<file path="src/rtl/ivr_pkg.sv">
package ivr_pkg;
  localparam int STATUS_W  = 32;
  localparam int NUM_W     = 8;
  localparam int IDX_W     = 6;
  localparam int GRP_W     = NUM_W - IDX_W;

  // field layout of the encoded status word
  localparam int CRIT_FLAG = 10;
  localparam int CRIT_LSB  = 8;
  localparam int CRIT_W    = 2;
  localparam int MAIN_FLAG = 21;
  localparam int MAIN_LSB  = 16;
  localparam int MAIN_W    = 5;
  localparam int PER_FLAG  = 29;
  localparam int PER_LSB   = 24;
  localparam int PER_W     = 5;

  // escape codes that redirect to the peripheral field
  localparam logic [CRIT_W-1:0] CRIT_ESC_PER = 2'd2;
  localparam logic [MAIN_W-1:0] MAIN_ESC_PER = 5'd4;
  localparam logic [PER_W-1:0]  PER_ESC_DMA  = 5'd0;

  localparam logic [STATUS_W-1:0] USED_MASK =
      (STATUS_W'(1) << CRIT_FLAG) | (STATUS_W'((1 << CRIT_W) - 1) << CRIT_LSB) |
      (STATUS_W'(1) << MAIN_FLAG) | (STATUS_W'((1 << MAIN_W) - 1) << MAIN_LSB) |
      (STATUS_W'(1) << PER_FLAG)  | (STATUS_W'((1 << PER_W) - 1) << PER_LSB);

  typedef enum logic [GRP_W-1:0] {
    GRP_CRIT = 2'd0,
    GRP_MAIN = 2'd1,
    GRP_PER  = 2'd2,
    GRP_DMA  = 2'd3
  } grp_e;

  typedef struct packed {
    logic             hit;
    grp_e             grp;
    logic [IDX_W-1:0] idx;
  } result_t;
endpackage

</file>
<file path="src/rtl/ivr_lowest_set.sv">
module ivr_lowest_set #(
  parameter int W   = 16,
  parameter int P_W = (W > 1) ? $clog2(W) : 1
) (
  input  logic [W-1:0]   vec,
  output logic           found,
  output logic [P_W-1:0] pos
);
  always_comb begin
    found = 1'b0;
    pos   = '0;
    for (int i = W - 1; i >= 0; i--) begin
      if (vec[i]) begin
        found = 1'b1;
        pos   = P_W'(i);
      end
    end
  end
endmodule

</file>
<file path="src/rtl/ivr_field_decode.sv">
module ivr_field_decode
  import ivr_pkg::*;
#(
  parameter int TASK_IDX_W = 4
) (
  input  logic [STATUS_W-1:0]   status,
  input  logic                  task_found,
  input  logic [TASK_IDX_W-1:0] task_pos,
  output result_t               res
);
  logic              crit_flag, main_flag, per_flag;
  logic [CRIT_W-1:0] crit_idx;
  logic [MAIN_W-1:0] main_idx;
  logic [PER_W-1:0]  per_idx;
  logic              go_per;
  result_t           per_res;
  logic              unused_status;

  assign crit_flag = status[CRIT_FLAG];
  assign main_flag = status[MAIN_FLAG];
  assign per_flag  = status[PER_FLAG];
  assign crit_idx  = status[CRIT_LSB +: CRIT_W];
  assign main_idx  = status[MAIN_LSB +: MAIN_W];
  assign per_idx   = status[PER_LSB +: PER_W];
  assign unused_status = ^(status & ~USED_MASK);

  // peripheral sub-decoder, including the DMA task expansion
  always_comb begin
    per_res = '0;
    if (per_idx == PER_ESC_DMA) begin
      if (task_found) begin
        per_res.hit = 1'b1;
        per_res.grp = GRP_DMA;
        per_res.idx[TASK_IDX_W-1:0] = task_pos;
      end
    end else begin
      per_res.hit = 1'b1;
      per_res.grp = GRP_PER;
      per_res.idx = IDX_W'(per_idx);
    end
  end

  // strict priority across the three fields
  always_comb begin
    res    = '0;
    go_per = 1'b0;
    if (crit_flag) begin
      if (crit_idx == CRIT_ESC_PER) begin
        go_per = 1'b1;
      end else begin
        res.hit = 1'b1;
        res.grp = GRP_CRIT;
        res.idx = IDX_W'(crit_idx);
      end
    end else if (main_flag) begin
      if (main_idx == MAIN_ESC_PER) begin
        go_per = 1'b1;
      end else begin
        res.hit = 1'b1;
        res.grp = GRP_MAIN;
        res.idx = IDX_W'(main_idx);
      end
    end else if (per_flag) begin
      go_per = 1'b1;
    end
    if (go_per) res = per_res;
  end
endmodule

</file>
<file path="src/rtl/ivr_out_stage.sv">
module ivr_out_stage #(
  parameter int W = 9
) (
  input  logic         clk,
  input  logic         rst_n,
  input  logic         in_valid,
  output logic         in_ready,
  input  logic [W-1:0] in_data,
  output logic         out_valid,
  input  logic         out_ready,
  output logic [W-1:0] out_data
);
  assign in_ready = !out_valid || out_ready;

  always_ff @(posedge clk) begin
    if (!rst_n) begin
      out_valid <= 1'b0;
      out_data  <= '0;
    end else if (in_valid && in_ready) begin
      out_valid <= 1'b1;
      out_data  <= in_data;
    end else if (out_ready) begin
      out_valid <= 1'b0;
    end
  end
endmodule

</file>
<file path="src/rtl/ivr_top.sv">
module ivr_top
  import ivr_pkg::*;
#(
  parameter int TASKS      = 16,
  parameter int TASK_IDX_W = $clog2(TASKS)
) (
  input  logic                clk,
  input  logic                rst_n,
  input  logic                in_valid,
  output logic                in_ready,
  input  logic [31:0]         enc_status,
  input  logic [TASKS-1:0]    task_pend,
  output logic                out_valid,
  input  logic                out_ready,
  output logic [NUM_W-1:0]    irq_num,
  output logic                irq_hit
);
  localparam int RES_W = $bits(result_t);

  logic                  task_found;
  logic [TASK_IDX_W-1:0] task_pos;
  result_t               dec_res;
  result_t               held_res;

  ivr_lowest_set #(.W(TASKS), .P_W(TASK_IDX_W)) u_lowest (
    .vec   (task_pend),
    .found (task_found),
    .pos   (task_pos)
  );

  ivr_field_decode #(.TASK_IDX_W(TASK_IDX_W)) u_decode (
    .status     (enc_status),
    .task_found (task_found),
    .task_pos   (task_pos),
    .res        (dec_res)
  );

  ivr_out_stage #(.W(RES_W)) u_stage (
    .clk       (clk),
    .rst_n     (rst_n),
    .in_valid  (in_valid),
    .in_ready  (in_ready),
    .in_data   (dec_res),
    .out_valid (out_valid),
    .out_ready (out_ready),
    .out_data  (held_res)
  );

  assign irq_hit = held_res.hit;
  assign irq_num = {held_res.grp, held_res.idx};
endmodule

</file>
<file path="config.mk">
export PLATFORM = sky130hd
export DESIGN_NAME = ivr_top
export DESIGN_NICKNAME = d
export VERILOG_FILES = /design/src/rtl/ivr_pkg.sv /design/src/rtl/ivr_lowest_set.sv /design/src/rtl/ivr_field_decode.sv /design/src/rtl/ivr_out_stage.sv /design/src/rtl/ivr_top.sv
export SDC_FILE = /design/constraint.sdc
export NUM_CORES = 1
export LEC_CHECK = 0
export BUFFER_PORTS_ARGS = -buffer_cell sky130_fd_sc_hd__buf_2
export CAP_MARGIN = 20
export CELL_PAD_IN_SITES_DETAIL_PLACEMENT = 0
export CELL_PAD_IN_SITES_GLOBAL_PLACEMENT = 1
export CORE_MARGIN = 5
export CORE_UTILIZATION = 25
export DETAILED_ROUTE_END_ITERATION = 16
export PLACE_DENSITY = 0.9
export SLEW_MARGIN = 5
export SYNTH_ARGS = -nofsm -noshare
export SYNTH_HDL_FRONTEND = slang
export SYNTH_SLANG_ARGS = --single-unit
</file>
<file path="constraint.sdc">
create_clock -name clk -period 3.25 [get_ports clk]
set_input_delay 0.4875 -clock clk [delete_from_list [all_inputs] [get_ports clk]]
set_output_delay 0.4875 -clock clk [all_outputs]
set_load 0.02 [all_outputs]
</file>
After elaboration in Yosys (flattened, before gate mapping)
Cells that the tools add are included.
{"block": "op_classes", "n_addsub": 0, "n_mul": 0, "div_mod_pow": 0, "order_cmp": 0, "n_eq_ne": 2, "shifts": 0, "n_mux": 49, "n_bitwise": 0, "n_reduce_logical": 5}
{"op": "4-bit two-way mux", "count": 18}
{"op": "9-bit two-way mux", "count": 5}
{"op": "1-bit two-way mux", "count": 24}
{"op": "3-bit two-way mux", "count": 2}
{"op": "5-bit by 3-bit equality test with 1-bit output (second input constant)", "count": 1}
{"op": "5-bit logical NOT", "count": 1}
{"op": "2-bit equality test (second input constant)", "count": 1}
{"op": "2-bit nonzero test", "count": 1}
{"op": "1-bit logical AND", "count": 1}
{"op": "1-bit logical NOT", "count": 1}
{"op": "1-bit logical OR", "count": 1}
{"block": "totals", "reg_bits": 10, "latch_bits": 0, "mem_bits_rw": 0, "rom_bits": 0, "in_bits": 52, "output_inout_bits": 11, "word_cells": 58, "n_memories": 0}

Depth between registers and ports, before layout
{"block": "depth", "ltp_word": 19, "ltp_mapped": 6, "mapped_depth_nobuf": 5}

Modules after synthesis
From an unflattened synthesis, not the netlist that was laid out.
{"block": "hier_totals", "hier_cells": 113, "area_unflattened_um2": 830.8}
{"module": "ivr_out_stage", "instances": 1, "cells_each": 44, "area_each_um2": 415.4, "seq_area_each_um2": 200.2}
{"module": "ivr_field_decode", "instances": 1, "cells_each": 36, "area_each_um2": 236.5, "seq_area_each_um2": 0.0}
{"module": "ivr_lowest_set", "instances": 1, "cells_each": 33, "area_each_um2": 178.9, "seq_area_each_um2": 0.0}

Worst setup path after synthesis
Ideal clock, no wire load.
{"block": "synth_path", "path_type": "input-to-reg", "start": "input port task_pend[8]", "end": "register u_stage.out_data[3]", "setup_ns": 0.120, "t_arrival_ns": 1.636, "required_ns": 3.130, "slack_ns": 1.494, "path_stages": 5, "n_path_buf": 0, "cell_sequence": "or4_4 > nand2b_4 > a41o_1 > a221oi_2 > nor2_1"}
{"block": "synth_via", "elab_chain_cells": 12, "elab_cells_between_ends": 21, "cone_classes": "21 x mux"}
{"item": "start: declaration", "line": "ivr_top.sv:12", "rtl": "input logic [TASKS-1:0] task_pend,"}
{"item": "4-bit two-way mux / 1-bit two-way mux (equally long branches) (9 in a row)", "line": "ivr_lowest_set.sv:13", "rtl": "if (vec[i]) begin"}
{"item": "4-bit two-way mux (*)", "line": "ivr_field_decode.sv:31", "rtl": "if (task_found) begin"}
{"item": "4-bit two-way mux (*)", "line": "ivr_field_decode.sv:30", "rtl": "if (per_idx == PER_ESC_DMA) begin"}
{"item": "9-bit two-way mux (*)", "line": "ivr_field_decode.sv:66", "rtl": "if (go_per) res = per_res;"}
{"item": "end signal: assignment", "line": "ivr_out_stage.sv:21", "rtl": "out_data <= in_data;"}
{"item": "end: declaration", "line": "ivr_out_stage.sv:11", "rtl": "output logic [W-1:0] out_data"}
Mark *: on every way between the ends. The rest lies on a longest branch, timed or not.
A chain may end at the register's enable or synchronous reset.

Worst setup path after layout
{"block": "layout_path", "start": "input port task_pend[8]", "end": "register u_stage.out_data[8]"}
{"block": "layout_via", "elab_chain_cells": 12}
{"item": "1-bit two-way mux (9 in a row)", "line": "ivr_lowest_set.sv:13"}
{"item": "3-bit two-way mux", "line": "ivr_field_decode.sv:31"}
{"item": "3-bit two-way mux", "line": "ivr_field_decode.sv:30"}
{"item": "9-bit two-way mux", "line": "ivr_field_decode.sv:66"}
No other way between the ends.

==> metrics.md <==
| Metric | Value |
|---|---|
| Root Driver | `clkbuf_4` |
| # H-tree levels | `1` |
| Syn Inst Count | `between 90 and 100` |
| Rel. slew slack | `64.7%` |
| Max FO, Critical Path | `4` |
| Layout area overhead | `38.0%` |
| Part of the Yosys area used for sequential elements | `between 20% and 30%` |
| I/O Pins | `63` |
| Die width | `~63 µm` |
| Vias per Instance | `~5.2` |
| Pre-CTS setup slack | `1.28 ns` |
| Finished Cell Area | `slightly below 1000 µm²` |
| Initial antenna violation count | `0` |
| Final wirelength | `around 2300 µm` |
| GRT Util Overall | `11.3%` |
| CP startpoint kind | `input port` |
| Clock Skews | `0.00600 ns` |
| Row count | `19` |
| Tot Pwr | `about 0.00031 W` |
| Synth cell types | `37` |
| Post-synth EDFFs | `0` |
| GRT overflow | `0` |
| Power share of the clock group | `between 20% and 30%` |
| Num CTS Buffers | `3` |
| Layout cell share with drive strength beyond 1 | `between 40% and 50%` |
| YS warnings | `0` |
| Worst hold endpoint | `u_stage.out_data[7]$_SDFFE_PN0P_` |
| Clk_lat worst skew | `around 0.27 ns` |
| CP Class | `in -> reg` |
| TritonCTS clock tree | `built` |
| Setup bufs post-CTS | `0` |
| Vias in the first global route | `between 800 and 900` |
| Vias | `between 800 and 900` |
| DR DRC count | `0` |
| Reg2reg start | `u_stage.out_valid$_SDFFE_PN0P_` |
| CP max stage delay | `around 0.54 ns` |
| RSZ-0062 raised after global routing | `no` |
| Status | `completed` |
| Synth async-reset ratio | `0%` |
| DR pass1 iterations | `4` |
| Core ar. | `between 2000 and 3000 µm²` |
| Cell Area, Synth | `711 µm²` |
| Peak VDD IR | `around 0.2 mV` |
| Share of the synthesized area in the top cell type | `about a quarter` |
| Fin. max-slew vios | `0` |
| Critical Path, Cell by Cell | `buf_2 > or4_4 > nand4b_1 > o31ai_2 > a31oi_1` |
| Largest cells by area after synthesis | `dfxtp_1 (25%), a21oi_1 (5.6%), nor2_1 (5.3%)` |
| Final hold viol count | `0` |
| Worst path bufs/invs | `1` |
| DR WL/cell | `roughly 14 µm` |
| I/O Buffers | `44` |
| CP arrival | `about 1.8 ns` |
| Mapped Nets | `143` |
| Setup-failing EPs final | `0` |
| Antenna Cells | `0` |
| Hold Path Stages | `2` |
| DP HPWL | `~1900 µm` |
| Synth area leader | `dfxtp_1` |
| Hold Crit Class | `reg -> reg` |
| Maxcap violations | `0` |
| LEAKAGE | `between 0.4 and 0.5 nW` |
| Largest net degree at the start of global routing | `12` |
| Post-layout minimum cycle time | `roughly 1.7 ns` |
| CTS sink cnt | `9` |
| Final Worst Setup Slack | `1.55 ns` |
| Post-CTS resize count | `0` |
| Yosys reg bits | `9` |
| Initial Utilization | `26.0%` |
| Hold buffers post-CTS | `0` |
| Placed inst area | `~950 µm²` |
| Top FF cell, synth | `dfxtp_1` |
| Worst R2R End | `u_stage.out_data[0]$_SDFFE_PN0P_` |
| Clock slew seen by the registers of the worst setup and hold paths | `0.06 ns` |
| Full die area | `4010 µm²` |
| Reg2Reg Setup Slack | `approximately 2.0 ns` |
| Crit path max-delay family | `simple AND/OR/NAND/NOR gates` |
| Crit-path slowest cell | `or4_4` |
| HP Start | `u_stage.out_data[7]$_SDFFE_PN0P_` |
| Int Power | `0.000207 W` |
| Measured slew at the worst slew-check pin | `slightly above 0.5 ns` |
| Power Density | `between 300 and 400 nW/µm²` |
| Sequential Power Share | `between 30 and 40%` |
| Gpl congestion | `about 0.76` |
| Sw Pwr | `about 0.00011 W` |
| Hold slack | `between 0.4 and 0.5 ns` |
| Syn Area/Cell | `7.81 µm²` |
| Worst R2R Path Depth | `5` |
| DRT iter0 DRCs | `23` |
| Highest Clock Rate | `roughly 600 MHz` |
| Period Utilization, post-route | `52.3%` |
| Final antenna-violating net count | `0` |
| Setup total negative slack | `0 ns` |
| CTS Buffer Depth | `2` |
| Die H | `63.3 µm` |
| Combinational share of power | `31.5%` |
| Crit. End Element | `register` |
| Nets | `about 190` |
| Worst EP required | `around 3.4 ns` |
| First-pass GRT wire length | `roughly 3700 µm` |
| Switch share | `about 34%` |
-- placed cells by master (no fill, tap or decap), types with 2 or more instances in the layout --
master / Yosys / routed
o221ai_1: 2 / 2
nand2_1: 4 / 4
o21ai_1: 3 / 3
a221oi_1: 2 / 2
nand3_1: 3 / 3
a31oi_1: 4 / 4
a21oi_1: 8 / 8
a21boi_0: 2 / 2
o31ai_1: 2 / 2
a32oi_1: 2 / 2
dfxtp_1: 9 / 9
nand2b_1: 3 / 3
nor4_1: 3 / 3
clkbuf_4: 0 / 3
nor2b_1: 3 / 3
nor2_1: 10 / 10
buf_2: 0 / 44
inv_1: 4 / 4
o21ai_0: 5 / 5
or4_4: 2 / 2
-- per-stage QoR --
| step | util [%] | instances |
|---|---|---|
| after CTS | 35.9 | 167 |
| after detailed placement | 34.9 | 163 |
| after global routing | 35.9 | 167 |
| after floorplan | - | 91 |
| final | 35.9 | 167 |
| after global placement | 34.9 | 163 |
-- logic make-up after synthesis --
| group | after synthesis | synth area share (%) |
|---|---|---|
| AO/OA/AOI/OAI | 37 | 36.3 |
| multiplexers | 1 | 1.94 |
| AND/OR/NAND/NOR | 36 | 31.7 |
| flip-flops | 9 | 25.4 |
| other | 1 | 0.528 |
| buffers and inverters | 7 | 4.23 |
-- sequential cells by signal (all words and copies together), names as in the netlist --
signal / flops
u_stage.out_data: 8
u_stage.out_valid: 1
-- routing by layer --
layer,part of all wire [%],global-route usage (%),vias up
met5,0,0,-
met3,10,4.09,3
li1,-,-,443
met4,1.0,3.90,0
met1,45,14.9,381
met2,43,16.9,46
-- synth_stat cells (3+ instances only) --
library cell,instances
a21oi_1,8
a31oi_1,4
dfxtp_1,9
inv_1,4
nand2_1,4
nand2b_1,3
nand3_1,3
nor2_1,10
nor2b_1,3
nor4_1,3
o21ai_0,5
o21ai_1,3
-- tightest hold or removal path: stages, from the launching register on --
cell,delay (ns)
dfxtp_1,0.31
nand3_1,0.06
o21ai_1,0.06
-- final cells by class --
type                    count  area (µm²)
well taps                  31        38.8
repair buffers             44         220
flip-flops and latches      9         180
fillers                   294        1750
multi-input cells          75         500
clock buffers               4        26.3
inverters                   4        15.0
-- how the worst max path moves through the flow --
stage | from | endpoint | slack, ns | depth (start not counted)
2_1_floorplan | task_pend[8] | u_stage.out_data[3]$_SDFFE_PN0P_ | 1.49 | 5
3_3_place_gp | task_pend[8] | u_stage.out_data[8]$_SDFFE_PN0P_ | 1.29 | 5
3_5_place_dp | task_pend[8] | u_stage.out_data[8]$_SDFFE_PN0P_ | 1.28 | 5
4_1_cts | task_pend[8] | u_stage.out_data[8]$_SDFFE_PN0P_ | 1.55 | 5
5_1_grt | task_pend[8] | u_stage.out_data[8]$_SDFFE_PN0P_ | 1.48 | 5
6_report | task_pend[8] | u_stage.out_data[8]$_SDFFE_PN0P_ | 1.55 | 5
-- power groups by stage --
stage                Clock, W  Sequential (W)  Combinational (W)
floorplan                   0        0.000135          0.0000415
global placement            0        0.000125          0.0000959
detailed placement          0        0.000125          0.0000989
CTS                 0.0000932        0.000123          0.0000993
global route         0.000103        0.000124           0.000109
finish              0.0000929        0.000122          0.0000988
Note: power is estimated with default switching activity, not from simulation.
